`config.mk`:
```
export PLATFORM = sky130hd
export DESIGN_NAME = bcd_calendar
export DESIGN_NICKNAME = d
export VERILOG_FILES = /design/src/rtl/bcd_calendar.sv
export SDC_FILE = /design/constraint.sdc
export NUM_CORES = 1
export LEC_CHECK = 0
export ABC_AREA = 1
export CAP_MARGIN = 20
export CORE_ASPECT_RATIO = 1.25
export CORE_MARGIN = 2
export CORE_UTILIZATION = 52
export CTS_CLUSTER_SIZE = 12
export DETAILED_ROUTE_END_ITERATION = 10
export GPL_TIMING_DRIVEN = 0
export PLACE_DENSITY = 0.92
export SETUP_SLACK_MARGIN = 0.4
export SYNTH_ARGS = -nofsm -noshare
export SYNTH_HDL_FRONTEND = slang
export SYNTH_SLANG_ARGS = --single-unit
```
`constraint.sdc`:
```
create_clock -name clk -period 5.75 [get_ports clk]
set_clock_uncertainty 0.05 [all_clocks]
set_input_delay 0.575 -clock clk [delete_from_list [all_inputs] [get_ports clk]]
set_output_delay 0.575 -clock clk [all_outputs]
set_load 0.005 [all_outputs]
```
`src/rtl/bcd_calendar.sv`:
```
module bcd_calendar #(
  parameter logic [7:0] CENT_LAST = 8'h39
) (
  input  logic       clk,
  input  logic       rst_n,
  input  logic       tick,
  input  logic       run,
  input  logic       load,
  input  logic [7:0] ld_sec,
  input  logic [7:0] ld_min,
  input  logic [7:0] ld_hour,
  input  logic [7:0] ld_dow,
  input  logic [7:0] ld_date,
  input  logic [7:0] ld_month,
  input  logic [7:0] ld_year,
  input  logic [7:0] ld_cent,
  output logic [7:0] sec,
  output logic [7:0] min,
  output logic [7:0] hour,
  output logic [7:0] dow,
  output logic [7:0] date,
  output logic [7:0] month,
  output logic [7:0] year,
  output logic [7:0] cent
);

  function automatic logic [7:0] bcd_inc(input logic [7:0] v);
    return (v[3:0] == 4'd9) ? {v[7:4] + 4'd1, 4'd0} : {v[7:4], v[3:0] + 4'd1};
  endfunction

  logic       step, leap;
  logic       sec_w, min_w, hour_w, date_w, mon_w, year_w;
  logic       c_min, c_hour, c_day, c_mon, c_year, c_cent;
  logic [7:0] last_day;

  assign step   = tick & run;
  assign sec_w  = (sec == 8'h59);
  assign min_w  = (min == 8'h59);
  assign hour_w = (hour == 8'h23);
  assign date_w = (date == last_day);
  assign mon_w  = (month == 8'h12);
  assign year_w = (year == 8'h99);

  assign c_min  = step & sec_w;
  assign c_hour = c_min & min_w;
  assign c_day  = c_hour & hour_w;
  assign c_mon  = c_day & date_w;
  assign c_year = c_mon & mon_w;
  assign c_cent = c_year & year_w;

  // divisible by four, read straight from the two BCD digits
  assign leap = year[4] ? (year[3:0] == 4'd2 || year[3:0] == 4'd6)
                        : (year[3:0] == 4'd0 || year[3:0] == 4'd4 || year[3:0] == 4'd8);

  always_comb begin
    case (month)
      8'h04, 8'h06, 8'h09, 8'h11: last_day = 8'h30;
      8'h02:                      last_day = leap ? 8'h29 : 8'h28;
      default:                    last_day = 8'h31;
    endcase
  end

  always_ff @(posedge clk or negedge rst_n) begin
    if (!rst_n) begin
      sec   <= 8'h00;
      min   <= 8'h00;
      hour  <= 8'h00;
      dow   <= 8'h01;
      date  <= 8'h01;
      month <= 8'h01;
      year  <= 8'h00;
      cent  <= 8'h00;
    end else if (load) begin
      sec   <= ld_sec;
      min   <= ld_min;
      hour  <= ld_hour;
      dow   <= ld_dow;
      date  <= ld_date;
      month <= ld_month;
      year  <= ld_year;
      cent  <= ld_cent;
    end else begin
      if (step)   sec   <= sec_w  ? 8'h00 : bcd_inc(sec);
      if (c_min)  min   <= min_w  ? 8'h00 : bcd_inc(min);
      if (c_hour) hour  <= hour_w ? 8'h00 : bcd_inc(hour);
      if (c_day) begin
        dow  <= (dow == 8'h07) ? 8'h01 : bcd_inc(dow);
        date <= date_w ? 8'h01 : bcd_inc(date);
      end
      if (c_mon)  month <= mon_w  ? 8'h01 : bcd_inc(month);
      if (c_year) year  <= year_w ? 8'h00 : bcd_inc(year);
      if (c_cent) cent  <= (cent == CENT_LAST) ? 8'h00 : bcd_inc(cent);
    end
  end

endmodule

```
==> impl_metrics.csv, run 1 <==
group,metric,value,unit
outcome,outcome,"finished, final reports clean",
sta,rsz0062_at_grt,"false",
floorplanning,die_h,107,um
clock_network,cts_max_level,3,
grt,globalRouteOverflowTotal,0,
critical_path,worstPathArrival,2.69,ns
drt,dr.pass1.iters,5,
finish,drive_above_1_share,7.04,%
yosys,netlist_instances,591,
run,drv_cap,0,
drt,drtIter0Drc,287,
yosys,ys.flop_type,"dfrtp_1",
critical_path,cpPeakStageDelay,0.64,ns
yosys,syn_nets,687,
finish,final_area,6000,um^2
floorplanning,dieArea,9180,um^2
grt,antenna_found_initial,0,
critical_path,cp_top_family,"buffers and inverters",
worst_hold_path,hold_path.class,"in -> async",
critical_path,worstSetupPathType,"in -> reg",
finish,nets,830,
clock_network,cts_setup_buffers,0,
sta,maxSlewViolCount,0,
finish,final_util,73.2,%
drt,highest-signal-layer,"met4",
yosys,yosys_warnings,0,
drt,routed_wl,13.1,mm
placement,place_area,5820,um^2
critical_path,cp_max_fo,10,
critical_path,crit_top_cell,"buf_2",
clock_network,postCtsResizedCells,0,
critical_path,path_cells,"clkdlybuf4s50_1 > buf_2 > buf_2 > buf_1 > a21oi_1 > a22oi_1",
clock_network,cts.sinks,64,
clock_network,clk_pin_slew_worst_paths,0.07,ns
sta,whs,0.257,ns
critical_path,crit_buf_inv,4,
yosys,syn_area_per_cell,7.41,um^2
floorplanning,fp-row-count,37,
sta,fmax,405,MHz
yosys,ys_top_cells_by_area,"dfrtp_1 (35%), nand2_1 (15%), ha_1 (7.7%)",
pwr,vdd_drop_max,0.000182,V
sta,slew_headroom,44.3,%
yosys,seq_area_frac_synth,36.6,%
grt,grt_pass1_vias,4667,
yosys,yosysMostFrequentCell,"nand2_1",
sta,fin_ws,3.28,ns
finish,syn_to_final_growth,37.0,%
yosys,synth_area,4380,um^2
grt,grt_use_total,28.8,%
sta,fin_crit,2.47,ns
drt,post-route-drc-count,0,
drt,wl_met2,6.77,mm
floorplanning,ios,133,
clock_network,clockBufferDepth,2,
critical_path,reg2reg_from,"month[4]",
yosys,synth_edf_count,0,
drt,wl_met3,1.01,mm
clock_network,clk_latency,0.36,ns
yosys,synth_top_area_share,34.8,%
sta,finalSetupViolCount,0,
yosys,ys_types,39,
yosys,synth_top_cell_by_area,"dfrtp_1",
yosys,netlist_top_cells_count,"nand2_1 (174), dfrtp_1 (61), o21ai_0 (47)",
placement,place_congestion,0.881,
drt,antenna_left,0,
pwr,finalPower,1.54,mW
yosys,ys_async_sr_fraction,100,%
drt,wl_met1,5.05,mm
grt,grt_start_max_net_pins,65,
placement,io_buffers,132,
floorplanning,die_w,86.1,um
sta,finalSetupTns,0,ns
critical_path,start_kind,"input port",
drt,avgViaCountPerCell,5.64,
finish,n_antenna_cell,0,
placement,pre_cts_ws,2.92,ns
floorplanning,core,8190,um^2
critical_path,crit_start,"load",
yosys,synth-seq-cells,64,
floorplanning,start_util,53.5,%
clock_network,cts_tree,"built",
placement,dp_cells,820,
pwr,leakage,2.74,nW
sta,hold_viol,0,
pwr,p_per_area,257,nW/um^2
clock_network,cts_buffers,9,
clock_network,clockRootBuffer,"clkbuf_8",
critical_path,required,5.97,ns
clock_network,holdBufCountCts,0,
critical_path,critPathSlowestCell,"clkdlybuf4s50_1",
drt,wl_per_cell,15.7,um
finish,fin_cells,836,
critical_path,end_kind,"register",
grt,grt_pass1_wl,20.9,mm
drt,vias,4718,
sta,post-route-period-util,42.9,%
sta,worstMarginPinSlew,0.836,ns
placement,post-dp-hpwl,9.71,mm
## worst register-to-register path: stages (launching register included)
cell	delay [ns]
dfrtp_1	0.45
inv_1	0.12
ha_1	0.18
inv_1	0.04
nor2_1	0.17
nand2_1	0.10
nand2_1	0.08
nand2_1	0.09
nor2_4	0.19
nand3_4	0.14
nand2_1	0.19
nand4_2	0.17
nand2_1	0.11
nand2_1	0.06
## worst paths after layout
kind                             to  cells past startpoint  slack (ns)
max                         date[3]                      6        3.28
min                         cent[7]                      1        0.26
max reg2reg                 year[6]                     13        3.50
min reg2reg                month[7]                      2        0.50
max in group asynchronous   hour[6]                      1        4.83
min in group clk           month[7]                      2        0.50
## power by group
| part | total [mW] | switching (mW) | internal [mW] |
|---|---|---|---|
| clock | 0.372 | 0.179 | 0.193 |
| combinational | 0.531 | 0.243 | 0.287 |
| sequential | 0.640 | 0.114 | 0.526 |
| total | 1.54 | 0.536 | 1.01 |
## cells by family after synthesis
group	after synthesis	share of synthesized area, %
xor+xnor	26	5.20
fa+ha+maj	27	7.71
compound gates	101	13.2
buf+inv	68	6.23
simple gates	305	31.0
flops	64	36.6
## cell type report
type                       count  area, um^2
inverter                      56         210
fill                         652        2190
sequential                    64        1610
buffer                        12        62.6
timing repair buffer         132        1320
clock buffer                  16         180
multi-input combinational    459        2500
tap                           97         121
## per-layer routing
layer | global-route usage, % | vias to the layer above
met5 | 0 | -
met4 | 11.5 | 0
met3 | 7.62 | 24
met2 | 50.6 | 217
met1 | 33.0 | 2232
li1 | - | 2245
## sequential cells by signal (all words and copies together), names as in the netlist
signal / cells
min: 8
cent: 8
hour: 8
dow: 8
month: 8
date: 8
year: 8
sec: 8
## placed cells by master, fill, tap and decap left out, types with 4 or more instances in the layout
| master | synthesis | final |
|---|---|---|
| nand2_1 | 174 | 174 |
| clkdlybuf4s50_1 | 0 | 131 |
| dfrtp_1 | 61 | 61 |
| o21ai_0 | 47 | 47 |
| inv_1 | 46 | 46 |
| nor2_1 | 46 | 46 |
| nand3_1 | 46 | 46 |
| ha_1 | 27 | 27 |
| a21oi_1 | 19 | 19 |
| xor2_1 | 17 | 17 |
| o21ai_1 | 12 | 12 |
| clkbuf_8 | 0 | 12 |
| nand4_1 | 11 | 11 |
| inv_2 | 10 | 10 |
| xnor2_1 | 9 | 9 |
| buf_1 | 8 | 8 |
| a22oi_1 | 6 | 6 |
| nor2_2 | 5 | 5 |
| o211ai_1 | 5 | 5 |
| nor3_1 | 4 | 4 |
| clkbuf_1 | 0 | 4 |
Power figures use the tool's default switching activity.
==> run 2, diff against run 1 <==
--- a/config.mk
+++ b/config.mk
@@ -9,11 +9,11 @@
 export CAP_MARGIN = 20
 export CORE_ASPECT_RATIO = 1.25
 export CORE_MARGIN = 2
-export CORE_UTILIZATION = 52
+export CORE_UTILIZATION = 43
 export CTS_CLUSTER_SIZE = 12
 export DETAILED_ROUTE_END_ITERATION = 10
 export GPL_TIMING_DRIVEN = 0
-export PLACE_DENSITY = 0.92
+export PLACE_DENSITY = 0.82
 export SETUP_SLACK_MARGIN = 0.4
 export SYNTH_ARGS = -nofsm -noshare
 export SYNTH_HDL_FRONTEND = slang
==> constraint.sdc (replaced) <==
create_clock -name clk -period 2 [get_ports clk]
set_clock_uncertainty 0.05 [all_clocks]
set_input_delay 0.2 -clock clk [delete_from_list [all_inputs] [get_ports clk]]
set_output_delay 0.2 -clock clk [all_outputs]
set_load 0.005 [all_outputs]
==> impl_metrics.csv, run 2 (synthesized netlist as in run 1, its figures left out) <==
group,metric,value,unit
drt,routed_wl,14.6,mm
clock_network,cts.sinks,64,
floorplanning,start_util,43.8,%
placement,io_buffers,132,
grt,grt_use_total,25.4,%
clock_network,clockBufferDepth,2,
clock_network,clk_pin_slew_worst_paths,0.05,ns
finish,final_cell_mix,"nand2_1 (148), clkdlybuf4s50_1 (120), nand3_1 (41), inv_1 (39), dfrtp_1 (39)",
critical_path,end_kind,"register",
drt,drtIter0Drc,262,
sta,fin_ws,-0.0783,ns
finish,drive_above_1_share,24.2,%
placement,place_congestion,0.854,
critical_path,reg2reg_from,"sec[5]",
placement,post-dp-hpwl,9.66,mm
worst_hold_path,hold_start,"ld_hour[2]",
floorplanning,core,10000,um^2
clock_network,cts_tree,"built",
floorplanning,die_w,94.3,um
finish,n_antenna_cell,0,
outcome,outcome,"complete, but fails checks",
sta,rsz0062_at_grt,"true",
critical_path,ff2ff_path_depth,12,
critical_path,worstSetupPathType,"reg -> reg",
clock_network,cts_buffers,9,
clock_network,cts_max_level,3,
worst_hold_path,hold_depth,3,
sta,maxSlewViolCount,0,
sta,hold_viol,0,
worst_hold_path,holdPathEnd,"hour[2]",
drt,dr.pass1.iters,5,
critical_path,cp_max_fo,6,
worst_hold_path,hold_path.class,"in -> reg",
drt,wl_per_cell,16.0,um
grt,antenna_found_initial,0,
sta,fin_crit,2.08,ns
outcome,violations,"setup timing",
pwr,p_per_area,765,nW/um^2
floorplanning,ios,133,
finish,syn_to_final_growth,59.0,%
drt,vias,4948,
pwr,leakage,3.21,nW
grt,grt_pass1_wl,22.1,mm
grt,grt_start_max_net_pins,65,
pwr,vdd_drop_max,0.000423,V
sta,post-route-period-util,104,%
drt,antenna_left,0,
finish,nets,872,
finish,final_common_cell,"nand2_1",
sta,slew_headroom,42.8,%
grt,globalRouteOverflowTotal,0,
critical_path,start_kind,"register",
clock_network,clk_latency,0.33,ns
critical_path,crit_start,"sec[5]",
sta,finalSetupViolCount,15,
critical_path,worstPathArrival,2.24,ns
pwr,finalPower,5.33,mW
sta,fmax,481,MHz
drt,avgViaCountPerCell,5.44,
critical_path,reg2reg_to,"date[7]",
floorplanning,fp-row-count,41,
grt,grt_pass1_vias,4716,
floorplanning,dieArea,11000,um^2
floorplanning,die_h,117,um
critical_path,required,2.16,ns
run,drv_cap,0,
placement,pre_cts_ws,-0.483,ns
drt,post-route-drc-count,0,
sta,worstMarginPinSlew,0.859,ns
clock_network,clockRootBuffer,"clkbuf_16",
critical_path,reg2reg_slack,-0.08,ns
-- run 2: cell types whose count changed in the layout (fill, tap and decap cells not counted), sizes merged --
cell,delta
clkdlybuf4s50,-11
nor2,+1
dlygate4sd3,+1
dlymetal6s2s,+8
bufinv,+1
nand2,+1
buf,+37
clkinv,+1
dlygate4sd2,+3
-- run 2: report_power, final --
group	switching [mW]	internal [mW]
sequential	0.329	1.53
combinational	0.827	0.965
clock	0.582	1.10
-- run 2: timing repair --
| item | 4_1_cts | 5_1_grt |
|---|---|---|
| setup endpoints to repair | 70 | 87 |
| hold buffers | 1 | 0 |
| gates resized for setup | 42 | 110 |
| hold endpoints to repair | 61 | 0 |
| setup buffers | 24 | 14 |
| cloned | 3 | 0 |
| pin swaps | 15 | 29 |
-- run 2: worst max path at each step --
stage                   end  cells past startpoint
global route        cent[4]                     11
CTS                 cent[1]                     12
global placement     min[4]                      1
detailed placement  date[3]                      6
finish              date[7]                     12
floorplan           cent[4]                     12
-- run 2: final cells by class --
class | instances | area (um^2)
sequential | 64 | 1630
timing repair buffer | 172 | 1680
tap | 129 | 161
buffer | 12 | 81.3
fill | 747 | 3040
clock inverter | 2 | 35.0
clock buffer | 14 | 284
inverter | 56 | 235
multi-input combinational | 461 | 2850
-- run 2: metal layers --
layer	vias up	part of all wire, %	global-route usage [%]
met5	-	0	0
met4	0	3.9	13.1
met3	43	7.1	3.65
met2	230	51	44.3
met1	2339	38	30.6
li1	2336	-	-
-- run 2: critical path, stage by stage (launching register included) --
cell and delay, ns:
dfrtp_1 0.38, inv_1 0.06, ha_2 0.15, nor3b_4 0.26, nand3_4 0.17, nor2_4 0.18, nor2_4 0.08, nor2_4 0.15
buf_6 0.15, buf_12 0.11, nand2_8 0.07, nand2_2 0.06, o21ai_1 0.08
-- run 2: stage by stage --
stage	hold slack (ns)	utilization, %	TNS [ns]	cells	instance area [um^2]
6_report	0.360	69.6	-0.419	910	6970
3_5_place_dp	0.309	58.9	-15.88	852	5890
5_1_grt	0.395	69.6	-4.34	910	6970
4_1_cts	0.379	65.3	0	896	6530
2_1_floorplan	-0.146	-	0	591	4410
3_3_place_gp	0.453	58.9	-111.85	852	5890
==> run 3, diff against run 2 <==
==> constraint.sdc (replaced) <==
create_clock -name clk -period 1.7 [get_ports clk]
set_clock_uncertainty 0.05 [all_clocks]
set_input_delay 0.17 -clock clk [delete_from_list [all_inputs] [get_ports clk]]
set_output_delay 0.17 -clock clk [all_outputs]
set_load 0.005 [all_outputs]
==> impl_metrics.csv, run 3 (synthesized netlist as in run 1, its figures left out) <==
group,metric,value,unit
outcome,outcome,"complete, but fails checks",
outcome,violations,"setup timing",
clock_network,clockRootBuffer,"clkbuf_16",
finish,drive_above_1_share,35.7,%
critical_path,required,1.88,ns
floorplanning,fp-row-count,41,
sta,rsz0062_at_grt,"true",
critical_path,worstSetupPathType,"reg -> reg",
drt,drtIter0Drc,297,
drt,post-route-drc-count,0,
floorplanning,die_w,94.3,um
drt,vias,5528,
drt,antenna_left,0,
critical_path,end_kind,"register",
clock_network,cts_max_level,3,
finish,n_antenna_cell,0,
run,drv_cap,0,
drt,routed_wl,17.8,mm
grt,grt_pass1_wl,24.9,mm
sta,slew_headroom,57.8,%
worst_hold_path,hold_path.class,"in -> async",
drt,avgViaCountPerCell,5.51,
finish,fin_cells,1004,
sta,post-route-period-util,124,%
floorplanning,ios,133,
sta,worstMarginPinSlew,0.633,ns
placement,io_buffers,132,
clock_network,clockBufferDepth,2,
placement,place_congestion,0.869,
placement,place_area,5890,um^2
finish,final_cell_mix,"nand2_1 (151), buf_6 (110), clkdlybuf4s50_1 (68), buf_4 (56), dfrtp_1 (47)",
clock_network,clk_latency,0.34,ns
sta,fin_ws,-0.408,ns
floorplanning,core,10000,um^2
pwr,leakage,3.79,nW
sta,hold_viol,0,
finish,final_area,7900,um^2
sta,fmax,474,MHz
floorplanning,start_util,43.8,%
sta,finalSetupViolCount,58,
clock_network,cts_tree,"built",
critical_path,worstPathArrival,2.28,ns
placement,post-dp-hpwl,9.63,mm
sta,maxSlewViolCount,0,
pwr,vdd_drop_max,0.000639,V
pwr,p_per_area,892,nW/um^2
critical_path,cp_max_fo,4,
finish,nets,966,
grt,grt_start_max_net_pins,65,
floorplanning,dieArea,11000,um^2
drt,dr.pass1.iters,5,
sta,fin_crit,2.11,ns
drt,wl_per_cell,17.8,um
grt,grt_pass1_vias,5211,
floorplanning,die_h,117,um
clock_network,cts.sinks,64,
finish,final_common_cell,"nand2_1",
grt,antenna_found_initial,0,
clock_network,cts_buffers,9,
placement,dp_cells,852,
grt,grt_use_total,29.1,%
grt,globalRouteOverflowTotal,0,
finish,syn_to_final_growth,80.3,%
clock_network,clk_pin_slew_worst_paths,0.06,ns
critical_path,start_kind,"register",
## run 3: changes by cell type in the layout (fill, tap and decap cells not counted), moves of 5 or more
| cell | before | now |
|---|---|---|
| buf_2 | 5 | 10 |
| dfrtp_1 | 39 | 47 |
| clkdlybuf4s50_1 | 120 | 68 |
| buf_4 | 32 | 56 |
| clkbuf_2 | 0 | 5 |
| nand2_2 | 23 | 18 |
| buf_6 | 11 | 110 |
| dlymetal6s2s_1 | 8 | 0 |
| dfrtp_2 | 22 | 14 |
| dlygate4sd2_1 | 3 | 21 |
## run 3: where the power goes
| part | leakage (nW) | switching (mW) | internal (mW) |
|---|---|---|---|
| combinational | 2.87 | 1.34 | 1.58 |
| clock | 0.154 | 0.732 | 1.32 |
| sequential | 0.763 | 0.271 | 1.79 |
## run 3: stage by stage
stage / hold WS [ns] / util, % / setup slack (ns) / total power [mW] / setup TNS, ns
CTS: 0.347 / 73.2 / -0.257 / 6.58 / -9.25
global placement: 0.454 / 58.9 / -1.81 / 3.88 / -146.89
floorplan: -0.176 / - / -0.111 / 2.98 / -2.22
detailed placement: 0.283 / 58.9 / -0.827 / 3.95 / -35.17
finish: 0.352 / 79.0 / -0.408 / 7.04 / -17.24
global route: 0.371 / 79.0 / -0.522 / 7.35 / -23.20
## run 3: critical path: stages, from the launching register on
cell and delay [ns]:
dfrtp_1 0.39, inv_1 0.07, ha_1 0.14, nor3b_4 0.26, nand3_4 0.15, nor2_4 0.19
nor2_4 0.07, nor2_4 0.19, buf_6 0.17, nand4_2 0.15, nand2_1 0.11, nand2_1 0.06
## run 3: timing repair
action                                  in CTS  in global routing
pin swaps                                   15                 35
gates resized for setup                    281                127
gates cloned                                 3                  0
hold buffers                                 1                  0
hold endpoints to repair                    61                  0
buffers inserted                           107                 25
endpoints found under the setup margin     128                114
## run 3: cell type report
type / instances / area, um^2
Multi-Input combinational cell: 461 / 2890
Inverter: 56 / 225
Clock buffer: 13 / 250
Fill cell: 608 / 2100
Sequential cell: 64 / 1620
Tap cell: 129 / 161
Buffer: 12 / 75.1
Clock inverter: 3 / 65.1
Timing Repair Buffer: 266 / 2610
## run 3: metal layers
metal / up-vias / part of all wire (%) / GRT usage, %
li1: 2526 / - / -
met1: 2678 / 36 / 33.6
met2: 271 / 53 / 51.5
met3: 53 / 6.7 / 5.31
met4: 0 / 3.5 / 15.3
met5: - / 0 / 0
## run 3: worst paths after layout
check | startpoint | cells past startpoint | to | slack, ns
max | sec[5] | 11 | cent[7] | -0.41
min | rst_n | 2 | dow[5] | 0.35
max reg2reg | sec[5] | 11 | cent[7] | -0.41
min reg2reg | month[0] | 2 | month[0] | 0.50
max in group asynchronous | rst_n | 2 | sec[7] | 0.77
min in group clk | ld_hour[0] | 3 | hour[0] | 0.36
